[config.mk]
export PLATFORM = sky130hd
export DESIGN_NAME = cap_unit
export DESIGN_NICKNAME = d
export VERILOG_FILES = /design/src/rtl/cap_pkg.sv /design/src/rtl/cap_edge_detect.sv /design/src/rtl/cap_latch.sv /design/src/rtl/cap_xfer_fsm.sv /design/src/rtl/cap_unit.sv
export SDC_FILE = /design/constraint.sdc
export NUM_CORES = 1
export LEC_CHECK = 0
export BUFFER_PORTS_ARGS = -buffer_cell sky130_fd_sc_hd__buf_2
export CAP_MARGIN = 20
export CORE_AREA = 2 2 121 112
export CTS_CLUSTER_SIZE = 16
export DETAILED_ROUTE_END_ITERATION = 7
export DIE_AREA = 0 0 123 114
export PLACE_DENSITY = 0.88
export SLEW_MARGIN = 20
export SYNTH_ARGS = -nofsm -noshare
export SYNTH_HDL_FRONTEND = slang
export SYNTH_SLANG_ARGS = --single-unit
[constraint.sdc]
create_clock -name clk -period 6.7 [get_ports clk]
set_input_delay 1.34 -clock clk [delete_from_list [all_inputs] [get_ports clk]]
set_output_delay 1.34 -clock clk [all_outputs]
set_load 0.02 [all_outputs]
[src/rtl/cap_pkg.sv]
package cap_pkg;

    // Per-channel configuration word layout.
    localparam int CFG_W = 9;

    typedef enum logic [1:0] {
        XFER_OFF  = 2'd0,
        XFER_RISE = 2'd1,
        XFER_FALL = 2'd2,
        XFER_BOTH = 2'd3
    } xfer_mode_e;

    typedef enum logic [1:0] {
        ST_IDLE,
        ST_SINGLE,
        ST_FIRST,
        ST_SECOND
    } xfer_state_e;

    // Packed view of the configuration word, MSB first.
    typedef struct packed {
        logic       fall_ie;   // bit 8
        logic [4:0] rsvd;      // bits 7:3
        xfer_mode_e mode;      // bits 2:1
        logic       rise_ie;   // bit 0
    } cap_cfg_t;

endpackage

[src/rtl/cap_edge_detect.sv]
module cap_edge_detect #(
    parameter int SYNC_STAGES = 2
) (
    input  logic clk,
    input  logic rst_n,
    input  logic pin_i,
    input  logic en_i,
    output logic rise_ev_o,
    output logic fall_ev_o
);

    logic [SYNC_STAGES-1:0] sync_q;
    logic                   last_q;
    logic                   synced;

    assign synced = sync_q[SYNC_STAGES-1];

    // The previous-level flop keeps tracking while disabled,
    // so re-enabling never produces a stale edge.
    always_ff @(posedge clk or negedge rst_n) begin
        if (!rst_n) begin
            sync_q <= '0;
            last_q <= 1'b0;
        end else begin
            sync_q <= {sync_q[SYNC_STAGES-2:0], pin_i};
            last_q <= synced;
        end
    end

    assign rise_ev_o = en_i &  synced & ~last_q;
    assign fall_ev_o = en_i & ~synced &  last_q;

endmodule

[src/rtl/cap_latch.sv]
module cap_latch #(
    parameter int CNT_W = 16
) (
    input  logic             clk,
    input  logic             rst_n,
    input  logic             ev_i,
    input  logic             clr_i,
    input  logic [CNT_W-1:0] cnt_i,
    output logic [CNT_W-1:0] data_o,
    output logic             flag_o,
    output logic             ovr_o
);

    always_ff @(posedge clk or negedge rst_n) begin
        if (!rst_n) begin
            data_o <= '0;
        end else if (ev_i) begin
            data_o <= cnt_i;
        end
    end

    // A clear and an edge in the same cycle: the edge keeps the flag,
    // the clear still removes the overrun.
    always_ff @(posedge clk or negedge rst_n) begin
        if (!rst_n) begin
            flag_o <= 1'b0;
            ovr_o  <= 1'b0;
        end else if (clr_i) begin
            flag_o <= ev_i;
            ovr_o  <= 1'b0;
        end else if (ev_i) begin
            flag_o <= 1'b1;
            if (flag_o) begin
                ovr_o <= 1'b1;
            end
        end
    end

endmodule

[src/rtl/cap_xfer_fsm.sv]
module cap_xfer_fsm
    import cap_pkg::*;
#(
    parameter int CNT_W = 16
) (
    input  logic             clk,
    input  logic             rst_n,
    input  logic             en_i,
    input  xfer_mode_e       mode_i,
    input  logic             rise_first_i,
    input  logic             rise_ev_i,
    input  logic             fall_ev_i,
    input  logic [CNT_W-1:0] cnt_i,
    input  logic [CNT_W-1:0] rise_q_i,
    input  logic [CNT_W-1:0] fall_q_i,
    input  logic             ack_i,
    output logic             req_o,
    output logic [CNT_W-1:0] data_o
);

    xfer_state_e      state_q, state_d;
    logic             armed_q;
    logic [CNT_W-1:0] word_a_q, word_b_q;

    logic open_ev, close_ev, single_go, pair_go;

    assign open_ev   = rise_first_i ? rise_ev_i : fall_ev_i;
    assign close_ev  = rise_first_i ? fall_ev_i : rise_ev_i;
    assign single_go = ((mode_i == XFER_RISE) & rise_ev_i) |
                       ((mode_i == XFER_FALL) & fall_ev_i);
    assign pair_go   = (mode_i == XFER_BOTH) & armed_q & close_ev;

    // State register.
    always_ff @(posedge clk or negedge rst_n) begin
        if (!rst_n) begin
            state_q <= ST_IDLE;
        end else begin
            state_q <= state_d;
        end
    end

    // Next-state logic.
    always_comb begin
        state_d = state_q;
        unique case (state_q)
            ST_IDLE: begin
                if (single_go) begin
                    state_d = ST_SINGLE;
                end else if (pair_go) begin
                    state_d = ST_FIRST;
                end
            end
            ST_SINGLE: if (ack_i) state_d = ST_IDLE;
            ST_FIRST:  if (ack_i) state_d = ST_SECOND;
            ST_SECOND: if (ack_i) state_d = ST_IDLE;
        endcase
        if (!en_i) begin
            state_d = ST_IDLE;
        end
    end

    // Pair arming: opening edge arms, launch or disable disarms.
    always_ff @(posedge clk or negedge rst_n) begin
        if (!rst_n) begin
            armed_q <= 1'b0;
        end else if (!en_i || (mode_i != XFER_BOTH)) begin
            armed_q <= 1'b0;
        end else if ((state_q == ST_IDLE) && pair_go) begin
            armed_q <= 1'b0;
        end else if (open_ev) begin
            armed_q <= 1'b1;
        end
    end

    // Words are frozen at launch so later edges cannot disturb them.
    always_ff @(posedge clk or negedge rst_n) begin
        if (!rst_n) begin
            word_a_q <= '0;
            word_b_q <= '0;
        end else if (state_q == ST_IDLE) begin
            if (state_d == ST_SINGLE) begin
                word_a_q <= cnt_i;
            end else if (state_d == ST_FIRST) begin
                word_a_q <= rise_first_i ? rise_q_i : fall_q_i;
                word_b_q <= cnt_i;
            end
        end
    end

    // Output logic.
    always_comb begin
        req_o  = 1'b0;
        data_o = word_a_q;
        unique case (state_q)
            ST_IDLE:   req_o = 1'b0;
            ST_SINGLE: req_o = 1'b1;
            ST_FIRST:  req_o = 1'b1;
            ST_SECOND: begin
                req_o  = 1'b1;
                data_o = word_b_q;
            end
        endcase
    end

endmodule

[src/rtl/cap_unit.sv]
module cap_unit
    import cap_pkg::*;
#(
    parameter int NUM_CH      = 2,
    parameter int CNT_W       = 16,
    parameter int SYNC_STAGES = 2
) (
    input  logic                      clk,
    input  logic                      rst_n,
    input  logic [CNT_W-1:0]          cnt_in,
    input  logic [NUM_CH-1:0]         cap_in,
    input  logic [NUM_CH-1:0]         cap_en,
    input  logic [NUM_CH*CFG_W-1:0]   cap_cfg,
    input  logic [NUM_CH-1:0]         rise_first,
    input  logic [NUM_CH-1:0]         rise_clr,
    input  logic [NUM_CH-1:0]         fall_clr,
    input  logic [NUM_CH-1:0]         dma_ack,
    output logic [NUM_CH*CNT_W-1:0]   rise_data,
    output logic [NUM_CH*CNT_W-1:0]   fall_data,
    output logic [NUM_CH-1:0]         rise_flag,
    output logic [NUM_CH-1:0]         fall_flag,
    output logic [NUM_CH-1:0]         rise_ovr,
    output logic [NUM_CH-1:0]         fall_ovr,
    output logic [NUM_CH-1:0]         irq,
    output logic [NUM_CH-1:0]         dma_req,
    output logic [NUM_CH*CNT_W-1:0]   dma_data
);

    for (genvar g = 0; g < NUM_CH; g++) begin : g_ch
        cap_cfg_t         cfg_w;
        logic             rise_ev, fall_ev;
        logic [CNT_W-1:0] rise_q, fall_q, xfer_word;
        logic             unused_rsvd;

        assign cfg_w       = cap_cfg_t'(cap_cfg[g*CFG_W +: CFG_W]);
        assign unused_rsvd = ^cfg_w.rsvd;

        cap_edge_detect #(
            .SYNC_STAGES(SYNC_STAGES)
        ) u_edge (
            .clk      (clk),
            .rst_n    (rst_n),
            .pin_i    (cap_in[g]),
            .en_i     (cap_en[g]),
            .rise_ev_o(rise_ev),
            .fall_ev_o(fall_ev)
        );

        cap_latch #(.CNT_W(CNT_W)) u_rise (
            .clk   (clk),
            .rst_n (rst_n),
            .ev_i  (rise_ev),
            .clr_i (rise_clr[g]),
            .cnt_i (cnt_in),
            .data_o(rise_q),
            .flag_o(rise_flag[g]),
            .ovr_o (rise_ovr[g])
        );

        cap_latch #(.CNT_W(CNT_W)) u_fall (
            .clk   (clk),
            .rst_n (rst_n),
            .ev_i  (fall_ev),
            .clr_i (fall_clr[g]),
            .cnt_i (cnt_in),
            .data_o(fall_q),
            .flag_o(fall_flag[g]),
            .ovr_o (fall_ovr[g])
        );

        cap_xfer_fsm #(.CNT_W(CNT_W)) u_xfer (
            .clk         (clk),
            .rst_n       (rst_n),
            .en_i        (cap_en[g]),
            .mode_i      (cfg_w.mode),
            .rise_first_i(rise_first[g]),
            .rise_ev_i   (rise_ev),
            .fall_ev_i   (fall_ev),
            .cnt_i       (cnt_in),
            .rise_q_i    (rise_q),
            .fall_q_i    (fall_q),
            .ack_i       (dma_ack[g]),
            .req_o       (dma_req[g]),
            .data_o      (xfer_word)
        );

        assign rise_data[g*CNT_W +: CNT_W] = rise_q;
        assign fall_data[g*CNT_W +: CNT_W] = fall_q;
        assign dma_data[g*CNT_W +: CNT_W]  = xfer_word;
        assign irq[g] = (rise_flag[g] & cfg_w.rise_ie) |
                        (fall_flag[g] & cfg_w.fall_ie);
    end

endmodule

==> impl_metrics.tcl <==
set metrics [dict create \
    status "finished, final reports clean" \
    share_seq_of_total_power 0.398 \
    ios 156 \
    synthesis.area_um2 6878 \
    setup_viol 0 \
    switching_share 0.3179 \
    cts_resized 0 \
    hold_path.class "flip-flop to flip-flop" \
    fin_nets 701 \
    muxShareOfSynthArea 0.3102 \
    grt_start_max_net_pins 94 \
    synthAdderAreaFrac 0.007277 \
    drc 0 \
    synth_top_area_frac 0.5385 \
    die_w_um 123 \
    h-tree-depth 4 \
    p_leak_nw 3.898 \
    cts.clk_slew.worst_paths_ps 60 \
    cp_top_family "compound AO/OA/AOI/OAI gates" \
    fillers 971 \
    diodes 0 \
    crit_arrival_ps 4360 \
    synthTopCellsByCount "mux2_2, dfrtp_1, nand2_1, o21ai_0, mux2i_1" \
    p_clk_frac 0.321 \
    synth.distinct_cells 43 \
    initial_core_util 0.5327 \
    yosysMostFrequentCell "mux2_2" \
    area_growth_syn_to_layout_pct 19.59 \
    yosysWarnings 0 \
    synth-main-ff-cell "dfrtp_1" \
    cp-end-kind "flip-flop" \
    fin_crit_ps 4059 \
    grt_pass1_wl_um 24370 \
    antenna_left 0 \
    max_cap_violations 0 \
    switching_power_mw 0.9512 \
    vias_per_cell 5.489 \
    grt_use_total 0.2315 \
    cts_hold_repair.buffers 0 \
    grt_overflow 0 \
    slew_headroom 0.2860 \
    antenna_found_initial 0 \
    finClkSkew_ps 7.016 \
    clock_path_buffers 2 \
    hpwl_um 10570 \
    synth-edff-count 0 \
    synthArstFlopShare 1.000 \
    cp_num_buf_inv 1 \
    criticalPathCategory "primary input to flip-flop" \
    yosysTopAreaCell "dfrtp_1" \
    drt_iter0_markers 211 \
    drive_above_1_share 0.5211 \
    tns_ps 0 \
    worst_path_max_delay_cell "ha_1" \
    synth_top_family_by_area "multiplexers" \
    cp_max_fo 32 \
    worst_slack_ps 2641 \
    vias 4556 \
    preCtsSetupSlack_ps 2006 \
    critPathLaunchType "primary input" \
    place.gp.congestion 0.8318 \
    slew_violations 0 \
    cts_tree "done" \
    power.density_nw_per_um2 363.8 \
    post-cts-setup-buffers 0 \
    max_stage_delay_ps 830 \
    cts_root_buf "clkbuf_16" \
    synth_simple_gate_area_frac 0.05658 \
    firstDrtPassIters 4 \
    synth-xor-area-share 0 \
    cp.required_ps 7000 \
    clock.fmax_mhz 246.3 \
    crit_chain "buf_2 -> nand3b_1 -> o22ai_1 -> o221a_2 -> ha_1 -> o21ai_0 -> mux2_2" \
    vdd_drop_max_uv 242.4 \
    cts.sinks 148 \
    synth_seq_area_share 0.5385 \
    synth.avg_cell_area_um2 13.30 \
    wl_um 15510 \
    insertion_delay_ps 420 \
    die_height_um 114 \
    rows 40 \
    grt_pass1_vias 4723 \
    ys_seq_elements 148 \
    wl_per_cell_um 18.69 \
    die_area_um2 14020 \
    syn_inst 517 \
    hold_viol 0 \
    rsz0062_at_grt "false" \
    pwr-share-comb 0.281 \
    intPower_mw 2.041 \
    synth_nets 569 \
    io_buffers 145 \
    synth_compound_area_frac 0.05166 \
    numCtsBuffers 17 \
    synthTopCellsByArea "dfrtp_1, mux2_2, mux2i_1" \
    post-route-period-util 0.6059 \
    coreArea_um2 12910 \
    worst_pin_slew_ps 1068 \
]
[routing by layer]
metal / track usage / wire (um) / part of all wire / vias up
li1: - / - / - / 2107
met1: 0.2905 / 6652 / 0.43 / 2297
met2: 0.3831 / 7651 / 0.49 / 126
met3: 0.05450 / 847 / 0.055 / 26
met4: 0.1008 / 359 / 0.023 / 0
met5: 0 / 0 / 0 / -
[area by class of cell]
cell class                 count  area, um2  share of cell area
multi-input combinational    327       2928              0.3559
inverter                       8      30.03            0.003651
clock buffer                  20      446.7             0.05430
timing repair buffer         147      750.7             0.09127
tap                          168      210.2             0.02556
sequential                   148       3704              0.4503
clock inverter                12      156.4             0.01901
[flip-flops by register name, indices dropped and copies added, names as in the netlist]
register,cells
g_ch.u_rise.flag_o,2
g_ch.u_edge.sync_q,4
g_ch.u_edge.last_q,2
g_ch.u_rise.ovr_o,2
g_ch.u_xfer.word_a_q,32
g_ch.u_fall.ovr_o,2
g_ch.u_fall.data_o,32
g_ch.u_fall.flag_o,2
g_ch.u_xfer.armed_q,2
g_ch.u_rise.data_o,32
g_ch.u_xfer.word_b_q,32
g_ch.u_xfer.state_q,4
[power groups by stage]
| stage | Combinational, mW | Sequential, mW | Clock (mW) |
|---|---|---|---|
| 5_1_grt | 0.898 | 1.22 | 1.02 |
| 6_report | 0.842 | 1.19 | 0.960 |
| 3_5_place_dp | 0.844 | 1.20 | 0 |
| 3_3_place_gp | 0.822 | 1.18 | 0 |
| 2_1_floorplan | 0.472 | 1.27 | 0 |
| 4_1_cts | 0.851 | 1.19 | 0.977 |
[cell families (layout without fill, tap and decap cells)]
group,count (synthesis),in the layout
mux,193,193
flops,148,148
simple gates,72,72
compound gates,58,58
buf+inv,42,187
fa+ha+maj,4,4
[final timing paths]
path                                                          from                                 endpoint  slack (ps)  cells past startpoint
worst min-delay path            g_ch[1].u_edge.sync_q[0]$_DFF_PN0_       g_ch[1].u_edge.sync_q[1]$_DFF_PN0_         350                      0
max in group asynchronous                                    rst_n    g_ch[0].u_fall.data_o[13]$_DFFE_PN0P_        4440                      2
worst min register to register  g_ch[1].u_edge.sync_q[0]$_DFF_PN0_       g_ch[1].u_edge.sync_q[1]$_DFF_PN0_         350                      0
worst max-delay path                                     cap_en[0]  g_ch[0].u_xfer.word_a_q[12]$_DFFE_PN0P_        2640                      7
min in group asynchronous                                    rst_n    g_ch[0].u_rise.data_o[15]$_DFFE_PN0P_         970                      1
worst max register to register     g_ch[0].u_edge.last_q$_DFF_PN0_  g_ch[0].u_xfer.word_a_q[12]$_DFFE_PN0P_        3170                      6
[cell usage in the layout, fill, tap and decap left out, types with 2 or more instances in the layout]
cell        instances
o221ai_1            3
ha_1                4
buf_2             144
mux2_2            160
nand2_1            38
o21ai_0            38
a22o_1              2
nor2_1              7
inv_1               8
clkbuf_1            2
mux2i_1            32
clkinv_2            2
a31oi_1             3
bufinv_16           3
nand2b_1            6
nand3_1             2
clkbuf_16          17
buf_6               2
dfrtp_1           148
and2_1              2
clkinv_4            3
nand3b_1            3
nor2_8              2
clkinvlp_4          4
a21oi_1             3
[per-stage QoR]
step	hold slack, ps	power [mW]	utilization	cell area [um2]	std cells
finish	351.3	2.992	0.6370	8225	830
floorplan	331.2	1.740	-	6878	517
CTS	351.8	3.019	0.6361	8214	829
global placement	333.7	2.005	0.5894	7611	797
global route	355.8	3.129	0.6370	8225	830
detailed placement	338.6	2.049	0.5894	7611	797
[worst reg2reg max path: cells and delay by family (launching register included)]
kind | cells | cell delay (ps)
AO/OA/AOI/OAI | 3 | 980
AND/OR/NAND/NOR | 1 | 840
adder cells (fa/ha/maj) | 1 | 830
flip-flops | 1 | 450
multiplexers | 1 | 320
Note: power is estimated with default switching activity, not from simulation.
